$ cat config.mk
export PLATFORM = sky130hd
export DESIGN_NAME = sdiv_unit
export DESIGN_NICKNAME = d
export VERILOG_FILES = /design/src/rtl/sdiv_pkg.sv /design/src/rtl/sdiv_decode.sv /design/src/rtl/sdiv_sign_prep.sv /design/src/rtl/sdiv_core.sv /design/src/rtl/sdiv_fixup.sv /design/src/rtl/sdiv_unit.sv
export SDC_FILE = /design/constraint.sdc
export NUM_CORES = 1
export LEC_CHECK = 0
export BUFFER_PORTS_ARGS = -buffer_cell sky130_fd_sc_hd__buf_2
export CAP_MARGIN = 10
export CORE_UTILIZATION = 40
export CTS_BUF_LIST = sky130_fd_sc_hd__clkbuf_2
export CTS_CLUSTER_DIAMETER = 60
export DETAILED_ROUTE_END_ITERATION = 7
export PLACE_DENSITY = 0.67
export SKIP_LAST_GASP = 1
export SYNTH_ARGS = -nofsm -noshare
export SYNTH_HDL_FRONTEND = slang
export SYNTH_SLANG_ARGS = --single-unit
$ cat constraint.sdc
create_clock -name clk_i -period 9.8 [get_ports clk_i]
set_clock_uncertainty 0.2 [all_clocks]
set_input_delay 0.49 -clock clk_i [delete_from_list [all_inputs] [get_ports clk_i]]
set_output_delay 0.49 -clock clk_i [all_outputs]
set_load 0.02 [all_outputs]
$ cat src/rtl/sdiv_pkg.sv
package sdiv_pkg;
  localparam logic [6:0] OPC_REG_OP = 7'b0110011;
  localparam logic [2:0] F3_SDIV    = 3'b100;
  localparam logic [6:0] F7_MULDIV  = 7'b0000001;

  typedef enum logic [1:0] {
    ST_IDLE,
    ST_RUN,
    ST_FIX
  } state_e;

  typedef struct packed {
    logic [4:0] rd;
    logic [4:0] rs1;
    logic [4:0] rs2;
  } reg_idx_t;
endpackage

$ cat src/rtl/sdiv_decode.sv
module sdiv_decode
  import sdiv_pkg::*;
(
  input  logic [31:0] instr_i,
  output logic        legal_o,
  output reg_idx_t    idx_o
);
  always_comb begin
    legal_o   = (instr_i[6:0] == OPC_REG_OP) &&
                (instr_i[14:12] == F3_SDIV) &&
                (instr_i[31:25] == F7_MULDIV);
    idx_o.rd  = instr_i[11:7];
    idx_o.rs1 = instr_i[19:15];
    idx_o.rs2 = instr_i[24:20];
  end
endmodule

$ cat src/rtl/sdiv_sign_prep.sv
module sdiv_sign_prep #(
  parameter int unsigned XLEN = 32
) (
  input  logic [XLEN-1:0] dvd_i,
  input  logic [XLEN-1:0] dvs_i,
  output logic [XLEN-1:0] dvd_mag_o,
  output logic [XLEN-1:0] dvs_mag_o,
  output logic            q_neg_o,
  output logic            r_neg_o,
  output logic            div_zero_o,
  output logic            ovf_o
);
  localparam logic [XLEN-1:0] MOST_NEG = {1'b1, {(XLEN-1){1'b0}}};

  always_comb begin
    // the most-negative magnitude still fits as an unsigned XLEN value
    dvd_mag_o  = dvd_i[XLEN-1] ? (~dvd_i + 1'b1) : dvd_i;
    dvs_mag_o  = dvs_i[XLEN-1] ? (~dvs_i + 1'b1) : dvs_i;
    q_neg_o    = dvd_i[XLEN-1] ^ dvs_i[XLEN-1];
    r_neg_o    = dvd_i[XLEN-1];
    div_zero_o = (dvs_i == '0);
    ovf_o      = (dvd_i == MOST_NEG) && (dvs_i == '1);
  end
endmodule

$ cat src/rtl/sdiv_core.sv
module sdiv_core #(
  parameter int unsigned XLEN = 32
) (
  input  logic            clk_i,
  input  logic            rst_ni,
  input  logic            load_i,
  input  logic            step_i,
  input  logic [XLEN-1:0] dvd_i,
  input  logic [XLEN-1:0] dvs_i,
  output logic            last_o,
  output logic [XLEN-1:0] quot_o,
  output logic [XLEN-1:0] rem_o
);
  localparam int unsigned CW = $clog2(XLEN + 1);
  localparam logic [CW-1:0] LAST_CNT = CW'(XLEN - 1);

  logic [XLEN-1:0] acc_q, rem_q, dvs_q;
  logic [CW-1:0]   cnt_q;
  logic [XLEN:0]   shifted, trial;
  logic            qbit;

  always_comb begin
    shifted = {rem_q, acc_q[XLEN-1]};
    trial   = shifted - {1'b0, dvs_q};
    qbit    = ~trial[XLEN];
  end

  always_ff @(posedge clk_i or negedge rst_ni) begin
    if (!rst_ni) begin
      acc_q <= '0;
      rem_q <= '0;
      dvs_q <= '0;
      cnt_q <= '0;
    end else if (load_i) begin
      acc_q <= dvd_i;
      rem_q <= '0;
      dvs_q <= dvs_i;
      cnt_q <= '0;
    end else if (step_i) begin
      acc_q <= {acc_q[XLEN-2:0], qbit};
      rem_q <= qbit ? trial[XLEN-1:0] : shifted[XLEN-1:0];
      cnt_q <= cnt_q + 1'b1;
    end
  end

  assign last_o = (cnt_q == LAST_CNT);
  assign quot_o = acc_q;
  assign rem_o  = rem_q;
endmodule

$ cat src/rtl/sdiv_fixup.sv
module sdiv_fixup #(
  parameter int unsigned XLEN = 32
) (
  input  logic [XLEN-1:0] q_mag_i,
  input  logic [XLEN-1:0] r_mag_i,
  input  logic            q_neg_i,
  input  logic            r_neg_i,
  output logic [XLEN-1:0] quot_o,
  output logic [XLEN-1:0] rem_o
);
  always_comb begin
    quot_o = q_neg_i ? (~q_mag_i + 1'b1) : q_mag_i;
    rem_o  = r_neg_i ? (~r_mag_i + 1'b1) : r_mag_i;
  end
endmodule

$ cat src/rtl/sdiv_unit.sv
module sdiv_unit
  import sdiv_pkg::*;
#(
  parameter int unsigned XLEN = 32
) (
  input  logic            clk_i,
  input  logic            rst_ni,
  input  logic            start_i,
  input  logic [31:0]     instr_i,
  input  logic [XLEN-1:0] rs1_val_i,
  input  logic [XLEN-1:0] rs2_val_i,
  output logic            busy_o,
  output logic            done_o,
  output logic            illegal_o,
  output logic [XLEN-1:0] quot_o,
  output logic [XLEN-1:0] rem_o,
  output logic [4:0]      rd_o,
  output logic [4:0]      rs1_idx_o,
  output logic [4:0]      rs2_idx_o
);
  state_e          state_q;
  logic            legal, div_zero, ovf, q_neg, r_neg;
  logic            q_neg_q, r_neg_q;
  reg_idx_t        idx, idx_q;
  logic [XLEN-1:0] dvd_mag, dvs_mag;
  logic [XLEN-1:0] core_q, core_r, fix_q, fix_r;
  logic [XLEN-1:0] quot_q, rem_q;
  logic            done_q, ill_q, core_last;
  logic            accept, special, core_load, core_step;

  sdiv_decode u_dec (
    .instr_i (instr_i),
    .legal_o (legal),
    .idx_o   (idx)
  );

  sdiv_sign_prep #(.XLEN(XLEN)) u_prep (
    .dvd_i      (rs1_val_i),
    .dvs_i      (rs2_val_i),
    .dvd_mag_o  (dvd_mag),
    .dvs_mag_o  (dvs_mag),
    .q_neg_o    (q_neg),
    .r_neg_o    (r_neg),
    .div_zero_o (div_zero),
    .ovf_o      (ovf)
  );

  assign accept    = start_i && (state_q == ST_IDLE);
  assign special   = div_zero || ovf;
  assign core_load = accept && legal && !special;
  assign core_step = (state_q == ST_RUN);

  sdiv_core #(.XLEN(XLEN)) u_core (
    .clk_i  (clk_i),
    .rst_ni (rst_ni),
    .load_i (core_load),
    .step_i (core_step),
    .dvd_i  (dvd_mag),
    .dvs_i  (dvs_mag),
    .last_o (core_last),
    .quot_o (core_q),
    .rem_o  (core_r)
  );

  sdiv_fixup #(.XLEN(XLEN)) u_fix (
    .q_mag_i (core_q),
    .r_mag_i (core_r),
    .q_neg_i (q_neg_q),
    .r_neg_i (r_neg_q),
    .quot_o  (fix_q),
    .rem_o   (fix_r)
  );

  always_ff @(posedge clk_i or negedge rst_ni) begin
    if (!rst_ni) begin
      state_q <= ST_IDLE;
      q_neg_q <= 1'b0;
      r_neg_q <= 1'b0;
      idx_q   <= '0;
      quot_q  <= '0;
      rem_q   <= '0;
      done_q  <= 1'b0;
      ill_q   <= 1'b0;
    end else begin
      done_q <= 1'b0;
      ill_q  <= 1'b0;
      unique case (state_q)
        ST_IDLE: begin
          if (accept) begin
            if (!legal) begin
              ill_q <= 1'b1;
            end else begin
              idx_q <= idx;
              if (div_zero) begin
                quot_q <= '1;
                rem_q  <= rs1_val_i;
                done_q <= 1'b1;
              end else if (ovf) begin
                quot_q <= rs1_val_i;
                rem_q  <= '0;
                done_q <= 1'b1;
              end else begin
                q_neg_q <= q_neg;
                r_neg_q <= r_neg;
                state_q <= ST_RUN;
              end
            end
          end
        end
        ST_RUN: begin
          if (core_last) state_q <= ST_FIX;
        end
        ST_FIX: begin
          quot_q  <= fix_q;
          rem_q   <= fix_r;
          done_q  <= 1'b1;
          state_q <= ST_IDLE;
        end
        default: state_q <= ST_IDLE;
      endcase
    end
  end

  assign busy_o    = (state_q != ST_IDLE);
  assign done_o    = done_q;
  assign illegal_o = ill_q;
  assign quot_o    = quot_q;
  assign rem_o     = rem_q;
  assign rd_o      = idx_q.rd;
  assign rs1_idx_o = idx_q.rs1;
  assign rs2_idx_o = idx_q.rs2;
endmodule

=== Word level (Yosys, flattened, before mapping) ===
Cells that the tools add are included.
W data, S select, Z words.

* Bits in registers: 187
* Bits in latches: 0
* Memory bits (writable): 0
* Bits in read-only memories: 0
* Output and inout bits: 82
* Word-level logic and storage cells: 94
* Memories: 0

* Add/sub/neg operators: 6
* $mul: 0
* Divide/modulo/power cells: 0
* Magnitude comparators: 0
* Equality and inequality tests: 14
* Shift operators: 0
* Mux-type cells: 35
* Bitwise gates (word level): 8
* Reductions and logical operators: 17

{| class="wikitable"
|+ Operators with widths
! kind !! number
|-
| $mux W32 || 17
|-
| $add A32 B1 Y32 const B || 4
|-
| $not A32 Y32 || 4
|-
| $pmux W32 S2 || 2
|-
| $eq A32 B32 Y1 const B || 2
|-
| $sub A33 B32 Y33 || 1
|-
| $logic_not A32 Y1 || 1
|-
| $mux W6 || 2
|-
| $mux W2 || 5
|-
| $ne A2 B2 Y1 const B || 5
|-
| $reduce_and A5 Y1 || 2
|-
| $eq A7 B1 Y1 const B || 1
|-
| $eq A7 B6 Y1 const B || 1
|-
| $mux W1 || 7
|-
| $add A6 B1 Y6 const B || 1
|-
| $eq A6 B5 Y1 const B || 1
|-
| $logic_and A1 B1 Y1 || 6
|-
| $reduce_bool A2 Y1 || 3
|-
| $pmux W2 S2 || 1
|-
| $reduce_and A4 Y1 || 1
|-
| $eq A3 B3 Y1 const B || 1
|-
| $ne A3 B3 Y1 const B || 1
|-
| $not A1 Y1 || 3
|-
| $reduce_and A3 Y1 || 1
|-
| 7 further kinds || 7
|}

=== Longest topological paths before layout ===
Gate-level depths: netlist (run 1).

* Depth after elaboration: 7
* Mapped depth: 12
* Depth with buffers taken out: 11

=== Modules after synthesis ===
A second synthesis (run 1) with hierarchy kept.

* Cells, all modules: 1613
* Area total of the unflattened synthesis: 14091.0 um^2

{| class="wikitable"
|+ By module, submodules not included
! module !! times used !! cells each !! area an instance (um^2) !! sequential area each (um^2)
|-
| sdiv_core || 1 || 773 || 6566.3 || 2552.4
|-
| sdiv_unit || 1 || 411 || 4406.7 || 2127.0
|-
| sdiv_sign_prep || 1 || 219 || 1510.2 || 0.0
|-
| sdiv_fixup || 1 || 189 || 1452.6 || 0.0
|-
| sdiv_decode || 1 || 21 || 155.1 || 0.0
|}

=== Worst setup path before layout (run 1) ===
OpenSTA, ideal clock, no wires.

* Path type: register -> register
* Start point: register u_core.acc_q[31] (netlist: u_core.quot_o[31])
* End point: register u_core.rem_q[28] (netlist: u_core.rem_o[28])
* Data arrival time: 2.731 ns
* Required time: 9.480 ns
* Path slack: 6.749 ns
* Cell stages (with the launch flop): 13
* Buffers on the path: 1
* Clock period less this slack: 3.051 ns
* Cell sequence: dfrtp_1 inv_1 ha_1 fa_1 nor2b_1 o2111ai_1 a21oi_1 o211ai_1 a21oi_1 o211a_1 clkbuf_1 o31ai_1 a31o_2

* Word-level cells in the longest chain between the ends: 4

{| class="wikitable"
|+ RTL lines
! item !! RTL line !! source
|-
| start, declared || sdiv_core.sv:17 || <nowiki>logic [XLEN-1:0] acc_q, rem_q, dvs_q;</nowiki>
|-
| start signal, assigned || sdiv_core.sv:35 || <nowiki>acc_q <= dvd_i;</nowiki>
|-
| start signal, assigned || sdiv_core.sv:40 || <nowiki>acc_q <= {acc_q[XLEN-2:0], qbit};</nowiki>
|-
| $sub A33 B32 Y33 || sdiv_core.sv:24 || <nowiki>trial = shifted - {1'b0, dvs_q};</nowiki>
|-
| $mux W32 || sdiv_core.sv:41 || <nowiki>rem_q <= qbit ? trial[XLEN-1:0] : shifted[XLEN-1:0];</nowiki>
|-
| $mux W32 || sdiv_core.sv:39 || <nowiki>end else if (step_i) begin</nowiki>
|-
| $mux W32 || sdiv_core.sv:34 || <nowiki>end else if (load_i) begin</nowiki>
|-
| end signal, assigned || sdiv_core.sv:41 ||
|-
| end, declared || sdiv_core.sv:17 ||
|}

No other way between the ends. The select of a mux whose other input is x is not followed.
A chain may end at the register's enable or synchronous reset.

=== Worst setup path after layout (run 1) ===
* Start point: input port rs2_val_i[0]
* End point: register u_core.acc_q[26] (netlist: u_core.quot_o[26])

* Word-level cells in the longest chain between the ends: 6
* Elaborated cells between the ends (all ways): 8
* Those cells by class: eq/ne (1); mux (1); reduce/logical (6)

{| class="wikitable"
|+ RTL lines
! item !! RTL line !! source
|-
| start, declared || sdiv_unit.sv:11 || <nowiki>input logic [XLEN-1:0] rs2_val_i,</nowiki>
|-
| $eq A32 B32 Y1 || sdiv_sign_prep.sv:22 || <nowiki>ovf_o = (dvd_i == MOST_NEG) && (dvs_i == '1);</nowiki>
|-
| $logic_and A1 B1 Y1 || sdiv_sign_prep.sv:22 ||
|-
| $logic_or A1 B1 Y1 (*) || sdiv_unit.sv:49 || <nowiki>assign special = div_zero || ovf;</nowiki>
|-
| $logic_not A1 Y1 (*) || sdiv_unit.sv:50 || <nowiki>assign core_load = accept && legal && !special;</nowiki>
|-
| $logic_and A1 B1 Y1 (*) || sdiv_unit.sv:50 ||
|-
| $mux W32 / $reduce_bool A2 Y1 (equally long branches) || n/a ||
|}

Every way passes the cells marked *; elsewhere a longest branch is shown, timed or not.

==> flow_summary.ini, run 1 <==
[status]
status = finished, final reports clean

[grt]
grt_max_degree = 125
grt_pass1_vias = 10910
grtUsageMet3_pct = 3.520
grt.total_usage_pct = 21.99
busiest_layer = met2
grt-ovfl-total = 0
grtUsageMet2_pct = 35.38
antenna_found_initial = 1
grt_pass1_wl_microns = 55910
grtUsageMet1_pct = 30.73

[cells_and_area]
layout-drive-gt1-share_pct = 15.98
multi_input_area_sq_um = 7308
layout_commonest_cell = nand2_1
fillCellCount = 2968
final-seq-area_sq_um = 4679
syn2layout_area_growth_pct = 19.93
nNetsFinal = 1815
final_core_util_pct = 48.87
layout_common_cells = nand2_1, dfrtp_1, o21ai_0, buf_2, dlygate4sd3_1

[floorplanning]
core_sq_um = 30670
initial_core_util_pct = 40.75
dieArea_sq_um = 31960
io_pins = 181
die_h_microns = 178.8
fp.dieW_microns = 178.8
rows = 64

[synth]
ys.flop_type = dfrtp_1
synthDominantCellAreaShare_pct = 37.44
synth.distinct_cells = 72
synthTopCellsByArea = dfrtp_1, o21ai_0, nand2_1
synthesis.area_sq_um = 12500
synth_largest_area_cell = dfrtp_1
ys_warn_count = 0
synth_seq_cells = 187
synth_area_per_cell_sq_um = 8.655
ys_seq_area_share_pct = 37.44
synthCells = 1444
synth_nets = 1582
async_reset_ff_share_pct = 100.0
synth_edf_count = 0

[timing]
relSlewSlack_pct = 22.50
maxSlewViolCount = 0
rsz0062_at_grt = no
fmax_mhz = 236.7
finalCritPeriodShare_pct = 43.11
setup_violations = 0
worstMarginPinSlew_ns = 1.158
period_needed_ns = 4.225
fin_tns_setup_ns = 0
hold_viol = 0

[worst_hold_path]
min_from = rs2_val_i[31]
hp-class = input pin to flop
hold_end = q_neg_q
hold_path_depth = 4

[power_and_ir_drop]
p_comb_share_pct = 10.8
intPower_mw = 0.9479
p_clk_share_pct = 30.5
p_sw_share_pct = 28.17
power.leakage_nw = 6.362
switchingPower_mw = 0.3717
power_density_nw_per_um2 = 88.04
ir_drop_mv = 0.05995
power_frac_seq_pct = 58.7

[placed_design]
place_hpwl_microns = 25730
io_buffer_count = 180
finalWeightedCongestion = 0.9011

[route]
drc = 0
drtPass1Iterations = 5
routed_wl_microns = 35150
wire_per_inst_microns = 16.84
ant_nets = 0
drtIter0Drc = 715
dr_total_vias = 11650
drt-vias-per-instance = 5.584

[clock_network]
cts_setup_buffers = 0
cts_tree = built
cts_buffers = 17
cts.sinks = 187
path_clk_slew_ns = 0.29
cts_root_buf = clkbuf_2
htreeDepth = 4
cts_buffer_depth = 2
clock_latency_ns = 0.80

[run]
cap_violations = 0

[setup_path]
cpMaxStageDelayCell = nor2_8
r2r-start = u_core.quot_o[31]
start_kind = input pin
rr_endpoint = u_core.rem_o[31]
arrival_ns = 4.78
max_stage_delay_ns = 0.55
cp_max_fo = 46
r2r_slack_ns = 5.90
r2r_cells = 12
path_class = input pin to flop
cp_common_cell = dlygate4sd3_1
path_cells = dlygate4sd3_1 > buf_2 > inv_1 > ha_1 > or3b_2 > nor4_1 > nand4_1 > a2bb2o_1 > nor2b_2 > nor2_8 > a22oi_1 > o21ai_1 > dlygate4sd3_1
path_buf_inv = 4
crit_family = simple AND/OR/NAND/NOR gates
endpoint_kind = flop
cp.depth = 13
cp_data_required_time_ns = 10.36
==> worst reg2reg max path, cell delays in order (launching register included) <==
cell and delay [ns]:
dfrtp_1 0.40, inv_1 0.14, ha_1 0.28, fa_1 0.41, nor2b_1 0.17, o2111ai_1 0.15, a21oi_1 0.34, o211ai_1 0.22
a21oi_1 0.32, o211a_1 0.21, buf_4 0.41, nand2_1 0.31, o211ai_1 0.25
==> worst max-delay path by stage <==
stage,start,to,slack [ns]
global route,rs2_val_i[0],u_core.quot_o[26],5.42
global placement,rs2_val_i[0],u_core.rem_o[27],5.54
detailed placement,rs2_val_i[0],u_core.rem_o[27],5.46
CTS,rs2_val_i[0],u_core.quot_o[26],5.70
floorplan,u_core.quot_o[31],u_core.rem_o[28],6.75
finish,rs2_val_i[0],u_core.quot_o[26],5.57
==> metrics by stage <==
stage	hold WS, ns	std cells	setup slack (ns)	area, sq um	power, mW
final	0.1064	2087	5.575	14990	1.320
after global routing	0.06084	2087	5.420	14990	1.378
after CTS	0.02797	2086	5.698	14990	1.337
after detailed placement	0.2648	1949	5.458	13690	0.8911
after global placement	0.2577	1949	5.538	13690	0.8891
after floorplan	-0.005591	1444	6.749	12500	0.8285
==> power by group through the flow <==
stage / logic, mW / clock network (mW) / registers [mW]
after global routing: 0.158 / 0.445 / 0.776
after detailed placement: 0.104 / 0 / 0.787
after floorplan: 0.0412 / 0 / 0.787
final: 0.143 / 0.402 / 0.775
after CTS: 0.142 / 0.419 / 0.775
after global placement: 0.102 / 0 / 0.787
==> synth_stat cells (4+ instances only) <==
library cell	n
nand2_1	212
dfrtp_1	187
o21ai_0	181
xnor2_1	86
xor2_1	62
clkbuf_1	59
inv_1	56
nor2_1	55
a22oi_1	50
o31ai_1	43
a21oi_1	38
ha_1	38
nand4_1	29
mux2i_1	25
nand3_1	21
buf_2	18
o22ai_1	18
or4_1	18
nor4_1	17
mux2_2	16
o41ai_1	16
or3_1	16
a21o_1	14
nor3_1	14
nand2b_1	13
o211ai_1	11
a31oi_1	10
nor2b_1	10
a211oi_1	8
a22o_1	7
o21a_1	6
o21ai_1	6
or2_2	6
and3_1	5
buf_1	5
o21bai_1	5
or4_4	5
a32oi_1	4
==> sequential cells by signal (all words and copies together), names as in the netlist, 6 cells and up <==
signal	flops
u_core.quot_o	32
rem_o	32
quot_o	32
u_core.rem_o	32
u_core.cnt_q	6
u_core.dvs_q	32
==> cell families (layout without fill, tap and decap cells) <==
kind of cell	Yosys count	in the layout	share of synthesized area, %
AO/OA/AOI/OAI	447	447	23.06
other	0	1	0
buffers and inverters	139	385	4.385
XOR/XNOR	148	148	10.37
multiplexers	41	41	3.444
adder cells (fa/ha/maj)	39	39	3.964
flip-flops	187	187	37.44
AND/OR/NAND/NOR	443	443	17.34
==> layout make-up <==
class | count | area share [%]
repair buffers | 297 | 13.68
flip-flops and latches | 187 | 31.22
multi-input cells | 1118 | 48.76
clock inverters | 15 | 1.052
inverters | 56 | 1.402
well taps | 396 | 3.306
diodes | 1 | 0.01669
clock buffers | 17 | 0.5676
==> routing by layer <==
layer,wire length [microns],vias up
li1,-,5699
met1,16470,5593
met2,16260,326
met3,1969,35
met4,451,0
met5,0,-
==> what timing repair did <==
| item | CTS | global route |
|---|---|---|
| endpoints found under the hold margin | 264 | 0 |
| resized for setup | 0 | 0 |
| hold buffers | 105 | 0 |
(Power assumes the default switching activity.)
==> run 2, diff against run 1 <==
==> constraint.sdc (replaced) <==
create_clock -name clk_i -period 4.41 [get_ports clk_i]
set_clock_uncertainty 0.2 [all_clocks]
set_input_delay 0.2205 -clock clk_i [delete_from_list [all_inputs] [get_ports clk_i]]
set_output_delay 0.2205 -clock clk_i [all_outputs]
set_load 0.02 [all_outputs]
==> run 2 against run 1 <==
  * Non-clock buffer count grew 69
  * Die area is the same
  * Worst setup slack lost 4.8 ns
  * Global-route usage grew 1.4 points
  * Critical path depth shrank 4
  * Routed wire length grew 6.5%
  * Final cell count grew 3.3%
  * Via count grew 1.9%
  * Critical endpoint is now u_core.rem_o[25]
  * Largest cell class unchanged
==> flow_summary.ini, run 2 (synthesis gave the netlist of run 1 again) <==
[status]
status = finished, final reports clean

[power_and_ir_drop]
intPower_mw = 2.152
p_clk_share_pct = 30.6
p_comb_share_pct = 12.3
power.leakage_nw = 6.702
switchingPower_mw = 0.8612
ir_drop_mv = 0.1167
power_frac_seq_pct = 57.2
power_density_nw_per_um2 = 192.0
p_sw_share_pct = 28.58

[timing]
relSlewSlack_pct = 32.34
finalCritPeriodShare_pct = 83.55
rsz0062_at_grt = no
maxSlewViolCount = 0
setup_violations = 0
fin_tns_setup_ns = 0
period_needed_ns = 3.685
whs_ns = 0.09131
hold_viol = 0
worstMarginPinSlew_ns = 1.015
fmax_mhz = 271.4

[grt]
grt_pass1_wl_microns = 58870
grt.total_usage_pct = 23.36
antenna_found_initial = 1
grt_pass1_vias = 11200
grt_max_degree = 123
grt-ovfl-total = 0

[placed_design]
finalWeightedCongestion = 0.8922
placedCellCount = 1962
io_buffer_count = 180
place_hpwl_microns = 26660

[setup_path]
endpoint_kind = flop
arrival_ns = 4.18
start_kind = flop
r2r_cells = 9
cp_data_required_time_ns = 4.90
r2r-start = u_core.rem_o[26]
r2r_slack_ns = 0.73
rr_endpoint = u_core.rem_o[25]
path_class = flop to flop
cp_max_fo = 7
crit_start = u_core.rem_o[26]

[worst_hold_path]
hold_end = rem_o[26]
min_from = rs1_val_i[26]
hp-class = input pin to flop
hold_path_depth = 4

[route]
drtIter0Drc = 821
dr_total_vias = 11880
ant_nets = 0
routed_wl_microns = 37450
drc = 0
drt-vias-per-instance = 5.509
wire_per_inst_microns = 17.37
drtPass1Iterations = 5

[cells_and_area]
syn2layout_area_growth_pct = 25.56
fillCellCount = 2897
final_cells = 2156
layout_common_cells = nand2_1, dfrtp_1, o21ai_0, buf_2, dlygate4sd3_1
layout-drive-gt1-share_pct = 16.20
layout_commonest_cell = nand2_1
nNetsFinal = 1884

[clock_network]
cts_root_buf = clkbuf_2
cts_buffer_depth = 2
holdBufCountCts = 161
path_clk_slew_ns = 0.30
htreeDepth = 4
clock_latency_ns = 0.81
cts.sinks = 187
cts_setup_buffers = 0
cts_resized = 0
cts_buffers = 17
cts_tree = built

[floorplanning]
core_sq_um = 30670
initial_core_util_pct = 40.75
die_h_microns = 178.8
io_pins = 181
rows = 64
dieArea_sq_um = 31960
fp.dieW_microns = 178.8

[run]
cap_violations = 0
run 2: layer usage:
layer / vias to the layer above / global-route usage [%] / routed length [microns]
li1: 5844 / - / -
met1: 5623 / 31.77 / 17320
met2: 361 / 38.03 / 17490
met3: 50 / 3.393 / 1803
met4: 0 / 7.486 / 833
met5: - / 0 / 0
run 2: power groups by stage:
stage                     sequential, mW  combinational [mW]  clock, mW
after floorplan                     1.75              0.0915          0
after global placement              1.75               0.231          0
after detailed placement            1.75               0.234          0
after CTS                           1.72               0.366      0.947
after global routing                1.72               0.407       1.02
final                               1.72               0.371      0.921
run 2: how the worst max path moves through the flow:
stage	end	slack, ns	cells past startpoint
CTS	u_core.rem_o[16]	0.82	10
global placement	u_core.dvs_q[0]	0.79	11
floorplan	u_core.rem_o[28]	1.36	12
finish	u_core.rem_o[25]	0.73	9
detailed placement	quot_o[25]	0.72	11
global route	u_core.rem_o[29]	0.48	10
run 2: critical path, cell delays in order (launching register included):
cell      delay (ns)
dfrtp_1         0.53
ha_1            0.39
a21oi_1         0.43
o21ai_0         0.27
a211o_1         0.29
a311o_1         0.31
nand2b_1        0.18
o211ai_1        0.45
nand2_1         0.29
o211ai_1        0.25
run 2: metrics by stage:
step / instance area (sq um) / setup slack [ns] / utilization, % / total power, mW
2_1_floorplan: 12500 / 1.359 / - / 1.841
3_3_place_gp: 13820 / 0.7895 / 45.05 / 1.980
3_5_place_dp: 13820 / 0.7190 / 45.05 / 1.982
4_1_cts: 15690 / 0.8183 / 51.16 / 3.036
5_1_grt: 15690 / 0.4798 / 51.17 / 3.149
6_report: 15690 / 0.7255 / 51.17 / 3.014
run 2: cell type report:
cell class | count | area (sq um) | area share [%]
Antenna cell | 1 | 2.502 | 0.01595
Inverter | 56 | 210.2 | 1.339
Clock buffer | 18 | 90.09 | 0.5741
Timing Repair Buffer | 366 | 2751 | 17.53
Sequential cell | 187 | 4679 | 29.82
Clock inverter | 14 | 155.1 | 0.9887
Multi-Input combinational cell | 1118 | 7308 | 46.57
Tap cell | 396 | 495.5 | 3.157
